==> src/rtl/flag_hoist_ctrl.sv <==
module flag_hoist_ctrl #(
  parameter int SYNC_STAGES = 2
) (
  input  logic       clk,
  input  logic       rst,
  input  logic       raise_btn,
  input  logic       lower_btn,
  input  logic       top_lim,
  input  logic       bot_lim,
  output logic       motor_up,
  output logic       motor_dn,
  output logic [3:0] step_q
);
  localparam int LOWERING = 0;
  localparam int RAISING  = 2;
  localparam logic [3:0] ST_LOWER  = 4'b0001;
  localparam logic [3:0] ST_BOTTOM = 4'b0010;
  localparam logic [3:0] ST_RAISE  = 4'b0100;
  localparam logic [3:0] ST_TOP    = 4'b1000;

  logic [3:0] sync_s [SYNC_STAGES];
  logic [3:0] step_nxt;
  logic       s_raise, s_lower, s_top, s_bot;

  always_ff @(posedge clk) begin
    if (rst) begin
      for (int i = 0; i < SYNC_STAGES; i++) sync_s[i] <= '0;
    end else begin
      sync_s[0] <= {raise_btn, lower_btn, top_lim, bot_lim};
      for (int i = 1; i < SYNC_STAGES; i++) sync_s[i] <= sync_s[i-1];
    end
  end

  assign {s_raise, s_lower, s_top, s_bot} = sync_s[SYNC_STAGES-1];

  always_comb begin
    step_nxt = step_q;
    case (step_q)
      ST_LOWER:  if (s_bot)   step_nxt = ST_BOTTOM;
      ST_BOTTOM: if (s_raise) step_nxt = ST_RAISE;
      ST_RAISE:  if (s_top)   step_nxt = ST_TOP;
      ST_TOP:    if (s_lower) step_nxt = ST_LOWER;
      default:                step_nxt = ST_LOWER;
    endcase
  end

  always_ff @(posedge clk) begin
    if (rst) step_q <= ST_LOWER;
    else     step_q <= step_nxt;
  end

  assign motor_up = step_q[RAISING];
  assign motor_dn = step_q[LOWERING];
endmodule


==> config.mk <==
export PLATFORM = sky130hd
export DESIGN_NAME = flag_hoist_ctrl
export DESIGN_NICKNAME = d
export VERILOG_FILES = /design/src/rtl/flag_hoist_ctrl.sv
export SDC_FILE = /design/constraint.sdc
export NUM_CORES = 1
export LEC_CHECK = 0
export ABC_AREA = 1
export CORE_AREA = 10 10 47 49
export CTS_CLUSTER_DIAMETER = 120
export CTS_CLUSTER_SIZE = 16
export DETAILED_ROUTE_END_ITERATION = 7
export DIE_AREA = 0 0 57 59
export DONT_BUFFER_PORTS = 1
export PLACE_DENSITY_LB_ADDON = 0.12
export SYNTH_ARGS = -nofsm -noshare
export SYNTH_HDL_FRONTEND = slang
export SYNTH_SLANG_ARGS = --single-unit
==> constraint.sdc <==
create_clock -name clk -period 1.9 [get_ports clk]
set_clock_uncertainty 0.2 [all_clocks]
set_input_delay 0.475 -clock clk [delete_from_list [all_inputs] [get_ports clk]]
set_output_delay 0.475 -clock clk [all_outputs]
set_load 0.005 [all_outputs]
==> impl_metrics.env <==
export IMPL_routed_wire_length_per_instance_um=9.74
export IMPL_number_of_global_route_vias_before_repair=356
export IMPL_ant_nets=0
export IMPL_synth_seq_area_share_pct=48.5
export IMPL_initial_utilization_pct=35.4
export IMPL_powerDensity_mw_per_mm2=1670
export IMPL_post_synth_instance_area_um2=495
export IMPL_diodes=0
export IMPL_grt_first_pass_wirelength_mm=1.53
export IMPL_area_delta_synth_final_pct=7.58
export IMPL_critical_path_max_fanout=5
export IMPL_finish_utilization_pct=38.0
export IMPL_full_die_area_mm2=0.00336
export IMPL_setup_tns_final_ns=0
export IMPL_rsz0062_at_grt="false"
export IMPL_total_core_area_mm2=0.00140
export IMPL_routed_wl_um=838
export IMPL_cp_start_kind="register"
export IMPL_min_path_type="in2reg"
export IMPL_worst_ep_arrival_time_ns=0.73
export IMPL_die_h_um=59
export IMPL_detailedRoute_firstPassIterationCount=3
export IMPL_avgSynthCellArea_um2=7.18
export IMPL_antenna_found_initial=0
export IMPL_gp_routability_congestion=0.741
export IMPL_layout_commonest_cell="nor2_1"
export IMPL_viasPerCell=4.10
export IMPL_setup_ws_ns=0.491
export IMPL_cp_end_kind="primary output"
export IMPL_cts_made_buffers=3
export IMPL_yosys_register_bits=12
export IMPL_clkTransAtPathRegs_ns=0.07
export IMPL_layout_cells_most_common_list="nor2_1, inv_1, dfxtp_1, nand2_1"
export IMPL_worst_relative_slew_slack_pct=83.5
export IMPL_postLayoutCellArea_um2=533
export IMPL_p_leak_nw=0.271
export IMPL_grt_max_degree=10
export IMPL_finish_net_count=77
export IMPL_tritoncts="yes"
export IMPL_cts_repair_resized=0
export IMPL_num_vias=353
export IMPL_peakVddDrop_mv=0.541
export IMPL_top_achievable_clock_speed_mhz=710
export IMPL_worstMarginPinSlew_ns=0.247
export IMPL_hold_buffers=0
export IMPL_layout_drive_gt1_share_pct=17.1
export IMPL_timing_final_crit_period_ns=1.41
export IMPL_drt_initial_drc_count=4
export IMPL_number_of_port_buffers=0
export IMPL_floorplan_die_width_um=57
export IMPL_postSynthNetCount=75
export IMPL_hpwl_um=659
export IMPL_dpl_cell_area_um2=497
export IMPL_timing_final_setup_violations=0
export IMPL_clockBufferDepth=2
export IMPL_synthesis_yosys_warnings=0
export IMPL_drc=0
export IMPL_cts_setup_buffers=0
export IMPL_htreeDepth=1
export IMPL_slew_viol_final=0
export IMPL_netlist_cell_type_count=14
export IMPL_hold_viol_final=0
export IMPL_globalRouteOverflowTotal=0
export IMPL_timing_max_cap_violations=0
export IMPL_clk_insertion_delay_late_ns=0.27
export IMPL_pre_cts_slack_ns=0.473
export IMPL_io_pins=12
export IMPL_min_period_over_period_pct=74.2
export IMPL_cts_root_buffer="clkbuf_4"
export IMPL_core_rowCount=14
export IMPL_critPathRequiredTime_ns=1.22
export IMPL_grt_util_all_layers_pct=6.02
export IMPL_fillers=167
export IMPL_critPathKind="reg2out"
export IMPL_syn_inst=69
export IMPL_clock_sink_count=12
export IMPL_status="completed"
export IMPL_timing_hold_ws_ns=0.0584
-- per-layer routing --
layer / wire length [um] / GRT usage, % / vias up
li1: - / - / 196
met1: 351 / 5.38 / 143
met2: 395 / 9.61 / 10
met3: 71 / 4.29 / 4
met4: 19 / 4.03 / 0
met5: 0 / 0 / -
-- worst register-to-register path: stages, from the launching register on --
cell	delay (ns)
dfxtp_1	0.45
nor2_1	0.12
nand3_1	0.11
nand2_2	0.07
nor2_4	0.17
nand2_1	0.08
nand2_1	0.06
nor2_1	0.03
-- Yosys cell counts --
master | instances | area (um^2)
and3_1 | 1 | 6.26
buf_4 | 2 | 15.0
clkbuf_1 | 1 | 3.75
dfxtp_1 | 12 | 240
inv_1 | 13 | 48.8
inv_2 | 2 | 7.51
nand2_1 | 10 | 37.5
nand2_2 | 2 | 12.5
nand3_1 | 3 | 15.0
nand3_2 | 1 | 10.0
nand3b_1 | 1 | 7.51
nor2_1 | 18 | 67.6
nor2_2 | 2 | 12.5
nor2_4 | 1 | 11.3
-- final timing paths --
| check | startpoint | to | slack, ns | cells after the start |
|---|---|---|---|---|
| max | step_q[2]$_SDFFE_PP0P_ | step_q[2] | 0.49 | 0 |
| min | rst | sync_s[0][6]$_SDFF_PP0_ | 0.06 | 1 |
| max reg2reg | step_q[0]$_SDFFE_PP1P_ | step_q[1]$_SDFFE_PP0P_ | 0.52 | 7 |
| min reg2reg | sync_s[0][2]$_SDFF_PP0_ | sync_s[0][6]$_SDFF_PP0_ | 0.20 | 2 |
-- cell families (layout without fill, tap and decap cells) --
logic type	count (synthesis)	after routing	share of synthesized area (%)
buffers and inverters	18	19	15.2
and+or+nand+nor	39	39	36.4
DFF	12	12	48.5
-- metrics by stage --
stage	std cells	total power, mW
6_report	86	0.891
5_1_grt	86	0.992
4_1_cts	86	0.917
3_5_place_dp	82	0.707
3_3_place_gp	82	0.707
2_1_floorplan	69	0.665
-- area by class of cell --
type,instances,area (um^2),area share (%)
Sequential cell,12,240,45.1
Multi-Input combinational cell,39,180,33.8
Inverter,15,56.3,10.6
Clock buffer,4,36.3,6.81
Tap cell,16,20.0,3.76
-- where the power goes --
| part | switching, mW | internal, mW |
|---|---|---|
| Sequential | 0.0689 | 0.299 |
| Combinational | 0.198 | 0.123 |
| Clock | 0.0848 | 0.117 |
| Total | 0.352 | 0.539 |
-- state kept, by name, indices dropped and copies added, names as in the netlist --
name	cells
step_q	4
sync_s	8
Note: power is estimated with default switching activity, not from simulation.
